## config.mk

```make
export PLATFORM = sky130hd
export DESIGN_NAME = sparse_dir_cache
export DESIGN_NICKNAME = d
export VERILOG_FILES = /design/src/rtl/sdc_pkg.sv /design/src/rtl/sdc_control.sv /design/src/rtl/sdc_datapath.sv /design/src/rtl/sparse_dir_cache.sv
export SDC_FILE = /design/constraint.sdc
export NUM_CORES = 1
export LEC_CHECK = 0
export BUFFER_PORTS_ARGS = -buffer_cell sky130_fd_sc_hd__buf_2
export CAP_MARGIN = 20
export CORE_AREA = 2 2 281 283
export CTS_BUF_LIST = sky130_fd_sc_hd__clkbuf_4 sky130_fd_sc_hd__clkbuf_8
export DETAILED_ROUTE_END_ITERATION = 12
export DIE_AREA = 0 0 283 285
export PLACE_DENSITY = 0.87
export SYNTH_ARGS = -nofsm -noshare
export SYNTH_HDL_FRONTEND = slang
export SYNTH_SLANG_ARGS = --single-unit
export TNS_END_PERCENT = 100
```

## constraint.sdc

```tcl
create_clock -name clk -period 9.96 [get_ports clk]
set_clock_uncertainty 0.15 [all_clocks]
set_input_delay 0 -clock clk [delete_from_list [all_inputs] [get_ports clk]]
set_output_delay 0 -clock clk [all_outputs]
set_load 0.01 [all_outputs]
```

## src/rtl/sdc_pkg.sv

```systemverilog
package sdc_pkg;

  typedef enum logic [1:0] {
    OP_READ  = 2'd0,
    OP_WRITE = 2'd1,
    OP_DROP  = 2'd2,
    OP_PROBE = 2'd3
  } dirOp_e;

  typedef enum logic {
    ST_IDLE  = 1'b0,
    ST_EVICT = 1'b1
  } ctrlState_e;

  // Strobes from control to datapath; at most one is high per cycle.
  typedef struct packed {
    logic doAccess;      // handle the live request now
    logic captureEvict;  // latch the live request and its victim
    logic finishEvict;   // install the latched request into the victim way
  } ctrlStrobe_t;

endpackage

```

## src/rtl/sdc_control.sv

```systemverilog
module sdc_control
  import sdc_pkg::*;
(
  input  logic        clk,
  input  logic        rstN,
  input  logic        reqValid,
  input  logic        invReady,
  input  logic        needEvict,
  output logic        reqReady,
  output logic        invValid,
  output ctrlStrobe_t strobe
);

  ctrlState_e stateQ, stateD;

  always_comb begin
    strobe   = '0;
    stateD   = stateQ;
    reqReady = (stateQ == ST_IDLE);
    invValid = (stateQ == ST_EVICT);
    unique case (stateQ)
      ST_IDLE: begin
        if (reqValid) begin
          if (needEvict) begin
            strobe.captureEvict = 1'b1;
            stateD = ST_EVICT;
          end else begin
            strobe.doAccess = 1'b1;
          end
        end
      end
      ST_EVICT: begin
        if (invReady) begin
          strobe.finishEvict = 1'b1;
          stateD = ST_IDLE;
        end
      end
      default: stateD = ST_IDLE;
    endcase
  end

  always_ff @(posedge clk or negedge rstN) begin
    if (!rstN) stateQ <= ST_IDLE;
    else       stateQ <= stateD;
  end

endmodule

```

## src/rtl/sdc_datapath.sv

```systemverilog
module sdc_datapath
  import sdc_pkg::*;
#(
  parameter int SETS   = 16,
  parameter int WAYS   = 4,
  parameter int NODES  = 8,
  parameter int ADDR_W = 12,
  localparam int SET_W  = $clog2(SETS),
  localparam int TAG_W  = ADDR_W - SET_W,
  localparam int WAY_W  = (WAYS > 1) ? $clog2(WAYS) : 1,
  localparam int NODE_W = (NODES > 1) ? $clog2(NODES) : 1,
  localparam int CNT_W  = $clog2(NODES + 1)
) (
  input  logic              clk,
  input  logic              rstN,
  input  ctrlStrobe_t       strobe,
  input  dirOp_e            reqOp,
  input  logic [ADDR_W-1:0] reqAddr,
  input  logic [NODE_W-1:0] reqNode,
  output logic              needEvict,
  output logic [ADDR_W-1:0] invAddr,
  output logic [NODES-1:0]  invMask,
  output logic              respValid,
  output logic              respHit,
  output logic [NODES-1:0]  respSharers,
  output logic              respDirty
);

  // Entry storage
  logic             validQ [SETS][WAYS];
  logic [TAG_W-1:0] tagQ   [SETS][WAYS];
  logic [NODES-1:0] shQ    [SETS][WAYS];
  logic             dirtyQ [SETS][WAYS];

  logic [SET_W-1:0] reqSet;
  logic [TAG_W-1:0] reqTag;
  logic [NODES-1:0] nodeBit;

  assign reqSet  = reqAddr[SET_W-1:0];
  assign reqTag  = reqAddr[ADDR_W-1:SET_W];
  assign nodeBit = NODES'(1) << reqNode;

  // Per-way view of the addressed set
  logic [WAYS-1:0]             wayValid, wayHit, wayDirty;
  logic [WAYS-1:0][NODES-1:0]  waySh;
  logic [WAYS-1:0][CNT_W-1:0]  wayCnt;

  for (genvar w = 0; w < WAYS; w++) begin : g_way
    assign wayValid[w] = validQ[reqSet][w];
    assign wayHit[w]   = validQ[reqSet][w] && (tagQ[reqSet][w] == reqTag);
    assign waySh[w]    = shQ[reqSet][w];
    assign wayDirty[w] = dirtyQ[reqSet][w];
    assign wayCnt[w]   = CNT_W'($countones(shQ[reqSet][w]));
  end

  // Hit, free way and victim selection
  logic             hitAny, freeAny, allocOp;
  logic [WAY_W-1:0] hitWay, freeWay, victimWay;

  always_comb begin
    hitAny    = 1'b0;
    hitWay    = '0;
    freeAny   = 1'b0;
    freeWay   = '0;
    victimWay = '0;
    for (int w = 0; w < WAYS; w++) begin
      if (wayHit[w] && !hitAny) begin
        hitAny = 1'b1;
        hitWay = WAY_W'(w);
      end
      if (!wayValid[w] && !freeAny) begin
        freeAny = 1'b1;
        freeWay = WAY_W'(w);
      end
    end
    for (int w = 1; w < WAYS; w++) begin
      if (wayCnt[w] < wayCnt[victimWay]) victimWay = WAY_W'(w);
    end
  end

  assign allocOp   = (reqOp == OP_READ) || (reqOp == OP_WRITE);
  assign needEvict = allocOp && !hitAny && !freeAny;

  // Request latched across an eviction
  logic [SET_W-1:0]  pendSet;
  logic [TAG_W-1:0]  pendTag;
  logic [WAY_W-1:0]  pendWay;
  logic [NODES-1:0]  pendBit;
  logic              pendDirty;
  logic [ADDR_W-1:0] invAddrQ;
  logic [NODES-1:0]  invMaskQ;

  // Write port
  logic             wrEn, wrValid, wrDirty;
  logic [SET_W-1:0] wrSet;
  logic [WAY_W-1:0] wrWay;
  logic [TAG_W-1:0] wrTag;
  logic [NODES-1:0] wrSh;

  always_comb begin
    wrEn    = 1'b0;
    wrSet   = reqSet;
    wrWay   = hitWay;
    wrTag   = reqTag;
    wrSh    = nodeBit;
    wrDirty = 1'b0;
    if (strobe.doAccess) begin
      if (hitAny) begin
        unique case (reqOp)
          OP_READ: begin
            wrEn = 1'b1;
            wrSh = waySh[hitWay] | nodeBit;
          end
          OP_WRITE: begin
            wrEn    = 1'b1;
            wrDirty = 1'b1;
          end
          OP_DROP: begin
            wrEn = 1'b1;
            wrSh = waySh[hitWay] & ~nodeBit;
          end
          default: wrEn = 1'b0;
        endcase
      end else if (allocOp) begin
        wrEn    = 1'b1;
        wrWay   = freeWay;
        wrDirty = (reqOp == OP_WRITE);
      end
    end else if (strobe.finishEvict) begin
      wrEn    = 1'b1;
      wrSet   = pendSet;
      wrWay   = pendWay;
      wrTag   = pendTag;
      wrSh    = pendBit;
      wrDirty = pendDirty;
    end
    wrValid = |wrSh;
  end

  always_ff @(posedge clk or negedge rstN) begin
    if (!rstN) begin
      for (int s = 0; s < SETS; s++)
        for (int w = 0; w < WAYS; w++)
          validQ[s][w] <= 1'b0;
      respValid   <= 1'b0;
      respHit     <= 1'b0;
      respSharers <= '0;
      respDirty   <= 1'b0;
      pendSet     <= '0;
      pendTag     <= '0;
      pendWay     <= '0;
      pendBit     <= '0;
      pendDirty   <= 1'b0;
      invAddrQ    <= '0;
      invMaskQ    <= '0;
    end else begin
      if (wrEn) validQ[wrSet][wrWay] <= wrValid;
      respValid <= strobe.doAccess || strobe.finishEvict;
      if (strobe.doAccess) begin
        respHit     <= hitAny;
        respSharers <= hitAny ? waySh[hitWay] : '0;
        respDirty   <= hitAny && wayDirty[hitWay];
      end else if (strobe.finishEvict) begin
        respHit     <= 1'b0;
        respSharers <= '0;
        respDirty   <= 1'b0;
      end
      if (strobe.captureEvict) begin
        pendSet   <= reqSet;
        pendTag   <= reqTag;
        pendWay   <= victimWay;
        pendBit   <= nodeBit;
        pendDirty <= (reqOp == OP_WRITE);
        invAddrQ  <= {tagQ[reqSet][victimWay], reqSet};
        invMaskQ  <= waySh[victimWay];
      end
    end
  end

  always_ff @(posedge clk) begin
    if (wrEn) begin
      tagQ[wrSet][wrWay]   <= wrTag;
      shQ[wrSet][wrWay]    <= wrSh;
      dirtyQ[wrSet][wrWay] <= wrDirty;
    end
  end

  assign invAddr = invAddrQ;
  assign invMask = invMaskQ;

endmodule

```

## src/rtl/sparse_dir_cache.sv

```systemverilog
module sparse_dir_cache
  import sdc_pkg::*;
#(
  parameter int SETS   = 16,
  parameter int WAYS   = 4,
  parameter int NODES  = 8,
  parameter int ADDR_W = 12,
  localparam int NODE_W = (NODES > 1) ? $clog2(NODES) : 1
) (
  input  logic              clk,
  input  logic              rstN,
  input  logic              reqValid,
  output logic              reqReady,
  input  logic [1:0]        reqOp,
  input  logic [ADDR_W-1:0] reqAddr,
  input  logic [NODE_W-1:0] reqNode,
  output logic              respValid,
  output logic              respHit,
  output logic [NODES-1:0]  respSharers,
  output logic              respDirty,
  output logic              invValid,
  input  logic              invReady,
  output logic [ADDR_W-1:0] invAddr,
  output logic [NODES-1:0]  invMask
);

  ctrlStrobe_t strobe;
  logic        needEvict;
  dirOp_e      opE;

  assign opE = dirOp_e'(reqOp);

  sdc_control u_ctrl (
    .clk       (clk),
    .rstN      (rstN),
    .reqValid  (reqValid),
    .invReady  (invReady),
    .needEvict (needEvict),
    .reqReady  (reqReady),
    .invValid  (invValid),
    .strobe    (strobe)
  );

  sdc_datapath #(
    .SETS   (SETS),
    .WAYS   (WAYS),
    .NODES  (NODES),
    .ADDR_W (ADDR_W)
  ) u_dp (
    .clk         (clk),
    .rstN        (rstN),
    .strobe      (strobe),
    .reqOp       (opE),
    .reqAddr     (reqAddr),
    .reqNode     (reqNode),
    .needEvict   (needEvict),
    .invAddr     (invAddr),
    .invMask     (invMask),
    .respValid   (respValid),
    .respHit     (respHit),
    .respSharers (respSharers),
    .respDirty   (respDirty)
  );

endmodule

```

==> results.txt, run 1 <==
Peak supply drop - 0.3674 mV
CP max FO - 74
Critical Path Slowest Stage Cell - mux4_2
Total number of vias - 28724
Dpl cell area - 52050 um^2
CP dominant cell by count - ha_1
Net Count, Synth - 2730
Via/cell ratio - 7.014
Min-Delay Path Class - input pin to register
DRC viols - 0
Hpwl dp - 83360 um
Hold endpoint - u_dp.pendBit[2]
Post-Syn Area per Cell - 18.83 um^2
Transition time of the tightest slew-check pin - 1152 ps
Global route total overflow - 0
Final layout net count - 2970
Vias in the first global route - 28560
Status - complete, no violations
Initial Util - 0.6420
Grt met3 use - 0.1064
Reg2Reg Depth - 26
CP endpoint kind - register
Cts bufs inserted - 179
First-pass GRT wire length - 196300 um
CTS tree - built
Top_reg_cell synth - edfxtp_1
Port bufs - 53
Worst slew margin - 0.2300
Power per Cell Area - 207.2 nW/um^2
CTS Buffer Depth - 3
Final min period - 8078 ps
Register area - 35550 um^2
Post-route cell area - 56120 um^2
Share of layout cells above drive strength 1 - 0.3108
Iter 0 DRT Violations - 4540
Max-cap check violation count - 0
Die width - 283 um
Initial antenna violation count - 10
Die ar. - 80660 um^2
Min-delay src - reqNode[1]
FF+latch count, synth - 1203
Wirelength, routed - 137400 um
Number of synthesized flops with an enable pin - 1088
Drt wl/cell - 33.55 um
Post-synth ARST share - 0.09559
Slew Viols, Final - 0
DRT antenna net count - 0
I/O Pins - 54
Leakage - 18.88 nW
CP startpoint kind - input pin
Crit Path Class - input pin to register
# resized after CTS - 0
FF-to-FF Start - u_dp.shQ[10][25]
Worst-path clk slew - 60 ps
R2r setup slk - 2060 ps
Final setup fails - 0
Final Hold Fails - 0
WP data required - 10510 ps
Final Cycle Share - 0.8111
Met1 usage - 0.4671
Hold path depth - 4
Chip Height - 285 um
Fillcell total - 4345
Seq/Total Area, Yosys - 0.7101
Clk_lat worst skew - 850 ps
Synth Warn # - 0
Gr busiest metal - met2
Cells after Synth - 2659
WP data arrival - 8630 ps
Synth unique cells - 81
Mapped Area - 50060 um^2
H-Tree Depth - 4
Floorplan Core Area - 77970 um^2
Unrepaired setup endpoints after global routing - no
# clock sinks - 1203
Area Growth Syn to Fin - 12.11%
RR Endpoint - u_dp.invAddr[10]
GP Congestion - 0.9881
Met2 Use GR - 0.5240
GRT Resource Usage Total - 0.3447
First-pass DRT Iterations - 6
Num rows - 103
Largest net degree at the start of global routing - 93
Critical Path Max Stage Delay - 620 ps
Multi-input logic area - 13890 um^2
Max Clock Freq - 123.8 MHz
Root Driver - clkbuf_8
Total negative slack - 0 ps
-- where the power goes --
| part | switching, mW | internal [mW] | total (mW) |
|---|---|---|---|
| clock | 1.87 | 2.03 | 3.90 |
| sequential | 0.0173 | 5.53 | 5.55 |
| combinational | 1.43 | 0.741 | 2.17 |
| total | 3.32 | 8.31 | 11.6 |
-- cell usage after synthesis (all sizes together) (8+ instances only) --
cell type,count,area share
nand3,14,0.0014
fa,16,0.0064
a22oi,12,0.0018
mux2i,98,0.020
buf,90,0.011
nor4,57,0.0074
o22ai,8,0.0014
ha,34,0.0085
or3,22,0.0027
a21oi,104,0.015
nor2,184,0.014
o211ai,20,0.0030
o21ai,56,0.0056
mux4,323,0.15
clkbuf,61,0.0046
inv,32,0.0024
a31oi,8,0.0010
nor3,22,0.0022
a22o,8,0.0014
mux2,17,0.0038
xor2,13,0.0023
nand2,145,0.011
edfxtp,1088,0.65
xnor2,17,0.0030
dfrtp,115,0.057
-- layout make-up --
type | instances | share of cell area
Clock inverter | 83 | 0.009475
Timing Repair Buffer | 210 | 0.03092
Sequential cell | 1203 | 0.6334
Inverter | 33 | 0.002252
Tap cell | 1050 | 0.02341
Multi-Input combinational cell | 1272 | 0.2475
Clock buffer | 240 | 0.05284
Antenna cell | 4 | 0.0001783
-- stage by stage --
stage	std cells	power, mW	hold slack, ps	utilization	worst slack (ps)
after global placement	3717	7.662	-128.6	0.6668	1477
final	4095	11.63	49.08	0.7198	1882
after CTS	4085	11.60	0.3780	0.7179	1960
after detailed placement	3720	7.749	-118.2	0.6676	1678
after global routing	4093	12.00	51.64	0.7198	1352
after floorplan	2659	7.095	-445.6	-	809.1
-- cells by family (layout without fill, tap and decap cells) --
family	after synthesis	after routing	share of synthesized area
DFF	1203	1203	0.7101
and+or+nand+nor	497	497	0.04632
muxes	438	438	0.1687
AOI/OAI and AO/OA	257	257	0.03667
buffers and inverters	184	566	0.01800
adders and majority gates	50	50	0.01490
xor gates and xnor gates	30	30	0.005249
other	0	4	0
-- worst max-delay path: cells and delay by family --
family,cells,cell delay [ps]
adder cells (fa/ha/maj),7,2470
buffers and inverters,7,1940
multiplexers,4,1650
AND/OR/NAND/NOR,3,1290
AO/OA/AOI/OAI,7,1150
-- per-layer routing --
layer	share of wire	vias to the layer above
li1	-	11283
met1	0.34	14577
met2	0.46	2364
met3	0.14	494
met4	0.051	6
met5	0.00022	-
-- cell usage in the layout, fill, tap and decap left out, types with 34 or more instances in the layout --
master,instances
a21oi_1,44
a21oi_2,60
buf_2,49
buf_4,106
clkbuf_4,54
clkbuf_8,186
clkinv_1,54
dfrtp_1,115
dlygate4sd3_1,41
edfxtp_1,1088
ha_1,34
mux2i_1,98
mux4_2,323
nand2_1,138
nor2_1,118
nor2_2,59
nor4_1,56
o21ai_0,46
-- how the worst max path moves through the flow --
stage                    start          endpoint  slack [ps]  depth (start not counted)
floorplan           reqAddr[0]   u_dp.invMask[1]         810                         41
global route        reqAddr[0]   u_dp.invAddr[6]        1350                         28
global placement    reqAddr[0]  u_dp.invAddr[10]        1480                         26
detailed placement  reqAddr[0]  u_dp.invAddr[10]        1680                         27
CTS                 reqAddr[0]  u_dp.invAddr[10]        1960                         28
finish              reqAddr[0]  u_dp.invAddr[10]        1880                         28
-- sequential cells by signal (all words and copies together) (netlist names) --
name and flops:
u_dp.invAddr 12, u_dp.pendBit 8, u_dp.pendDirty 1, u_dp.tagQ 512, u_dp.invMask 8, u_dp.dirtyQ 64, u_dp.respValid 1, u_ctrl.invValid 1
u_dp.respSharers 8, u_dp.pendWay 2, u_dp.pendTag 8, u_dp.respDirty 1, u_dp.validQ 64, u_dp.shQ 512, u_dp.respHit 1
-- repair_timing --
action,CTS,global route
endpoints found under the hold margin,329,0
hold buffers,42,0
buffers inserted,0,0
setup endpoints to repair,0,0
(Power assumes the default switching activity.)
==> run 2, diff against run 1 <==
CORE_AREA = 2 2 295 297   (was 2 2 281 283)
DIE_AREA = 0 0 297 299   (was 0 0 283 285)
PLACE_DENSITY = 0.84   (was 0.87)
clock period = 7.4 ns   (was 9.96 ns; I/O delays follow)
==> run 2 against run 1 <==
  * Power rose by 38%
  * Clock-buffer cell count rose by 10
  * Wire length rose by 0.17%
  * Sequential power rose by 35%
  * Combinational power rose by 48%
  * Worst setup slack got worse by 1600 ps
  * Critical endpoint is now u_dp.invMask[2]
  * Largest cell class unchanged
  * Largest power group unchanged
  * Highest routed layer unchanged
==> results.txt, run 2 (synthesis gave the netlist of run 1 again) <==
Status - complete, no violations
Port bufs - 53
Slew Viols, Final - 0
Crit Path Class - register to register
Sw Pwr - 4.523 mW
Initial Util - 0.5825
I/O Pins - 54
Iter 0 DRT Violations - 4298
Transition time of the tightest slew-check pin - 1138 ps
Min-Delay Path Class - input pin to register
Largest net degree at the start of global routing - 76
Vias in the first global route - 28610
CTS tree - built
Fin util - 0.6590
CTS Buffer Depth - 3
Flop pwr share - 0.465
Worst-path clk slew - 60 ps
CP startpoint kind - register
Power per Cell Area - 283.6 nW/um^2
Post-Place Cells - 3849
CP max FO - 31
DRT antenna net count - 0
Final Cycle Share - 0.9574
Dpl cell area - 52460 um^2
Final setup fails - 0
Register area - 35550 um^2
WP data arrival - 7710 ps
Post-route cell area - 56640 um^2
DRC viols - 0
Die ar. - 88800 um^2
First-pass DRT Iterations - 8
Fillcell total - 5445
Worst slew margin - 0.2413
Share of layout cells above drive strength 1 - 0.3289
H-Tree Depth - 4
Final Hold Fails - 0
Biggest regs - u_dp.shQ (512), u_dp.tagQ (512)
GRT Resource Usage Total - 0.3125
Cts bufs inserted - 181
Worst Hold Margin - 88.06 ps
Final layout net count - 2998
Max Clock Freq - 141.1 MHz
Power Total - 16.06 mW
Num rows - 108
Place WS - 36.87 ps
Root Driver - clkbuf_8
Commonest non-fill, non-tap cell in the layout - edfxtp_1
WP data required - 8030 ps
Final min period - 7085 ps
Wirelength, routed - 137600 um
Combinational Power Share - 0.200
Unrepaired setup endpoints after global routing - no
Global route total overflow - 0
Hpwl dp - 83900 um
Floorplan Core Area - 85940 um^2
# clock sinks - 1203
Max-cap check violation count - 0
Via/cell ratio - 6.792
GP Congestion - 0.9770
Switching Share - 0.2816
Cell internal pwr - 11.54 mW
Fraction of power consumed by the clock network - 0.335
Area Growth Syn to Fin - 13.14%
Total number of vias - 28722
Peak supply drop - 0.4674 mV
Die width - 297 um
Cell Count, Final, Fillers Out - 4229
Drt wl/cell - 32.54 um
Setup ws final - 315.0 ps
Clk_lat worst skew - 870 ps
Chip Height - 299 um
First-pass GRT wire length - 196500 um
Initial antenna violation count - 7
Multi-input logic area - 13940 um^2
Most frequent cells in the layout - 1088 x edfxtp_1, 323 x mux4_2, 184 x clkbuf_8, 138 x nand2_1, 126 x buf_4
CP endpoint kind - register
Leakage - 19.07 nW
Total negative slack - 0 ps
-- run 2: critical path, stage by stage (launching register included) --
cell and delay (ps):
edfxtp_1 380, mux4_2 470, mux4_2 560, ha_1 310
inv_1 50, fa_2 370, inv_1 70, fa_1 420
ha_2 190, fa_1 540, inv_1 50, ha_1 260
a21oi_1 160, o21ba_2 230, mux2i_1 270, ha_1 270
o21ai_1 160, a21oi_2 70, or2_4 370, o21ai_1 210
ha_2 290, or3_1 300, o21ai_1 180, or2_4 210
buf_4 140, a21oi_2 50, a21oi_1 230
-- run 2: cell type report --
cell class,instances,share of cell area
Antenna cell,3,0.0001325
Clock buffer,250,0.05346
Clock inverter,77,0.009985
Inverter,33,0.002231
Multi-Input combinational cell,1272,0.2462
Sequential cell,1203,0.6277
Tap cell,1155,0.02552
Timing Repair Buffer,236,0.03484
-- run 2: power by group through the flow --
stage	combinational (mW)	sequential [mW]	clock, mW
global placement	2.80	7.60	0
CTS	2.88	7.47	5.44
detailed placement	2.85	7.61	0
floorplan	2.41	7.61	0
finish	3.21	7.47	5.38
global route	3.41	7.47	5.73
-- run 2: routing by layer --
| layer | part of all wire | GRT usage | wire (um) | up-vias |
|---|---|---|---|---|
| met5 | 0.000094 | 0 | 13 | - |
| met4 | 0.049 | 0.1457 | 6725 | 2 |
| met1 | 0.35 | 0.4212 | 48840 | 14704 |
| met2 | 0.47 | 0.4864 | 64700 | 2236 |
| li1 | - | - | - | 11345 |
| met3 | 0.13 | 0.07997 | 17340 | 435 |
-- run 2: what timing repair did --
action / 4_1_cts / 5_1_grt
setup endpoints to repair: 0 / 16
hold buffers: 43 / 0
gates resized for setup: 0 / 1
setup buffers: 0 / 3
hold endpoints to repair: 507 / 0
-- run 2: worst paths after layout --
check	start	endpoint	slack, ps	cells after the start
max	u_dp.shQ[9][24]	u_dp.invMask[2]	310	26
min	reqNode[2]	u_dp.pendBit[2]	90	4
max reg2reg	u_dp.shQ[9][24]	u_dp.invMask[2]	310	26
min reg2reg	u_dp.respSharers[7]	u_dp.respSharers[7]	340	2
max in group asynchronous	rstN	u_dp.respSharers[7]	6130	4
min in group asynchronous	rstN	u_dp.validQ[12]	140	4
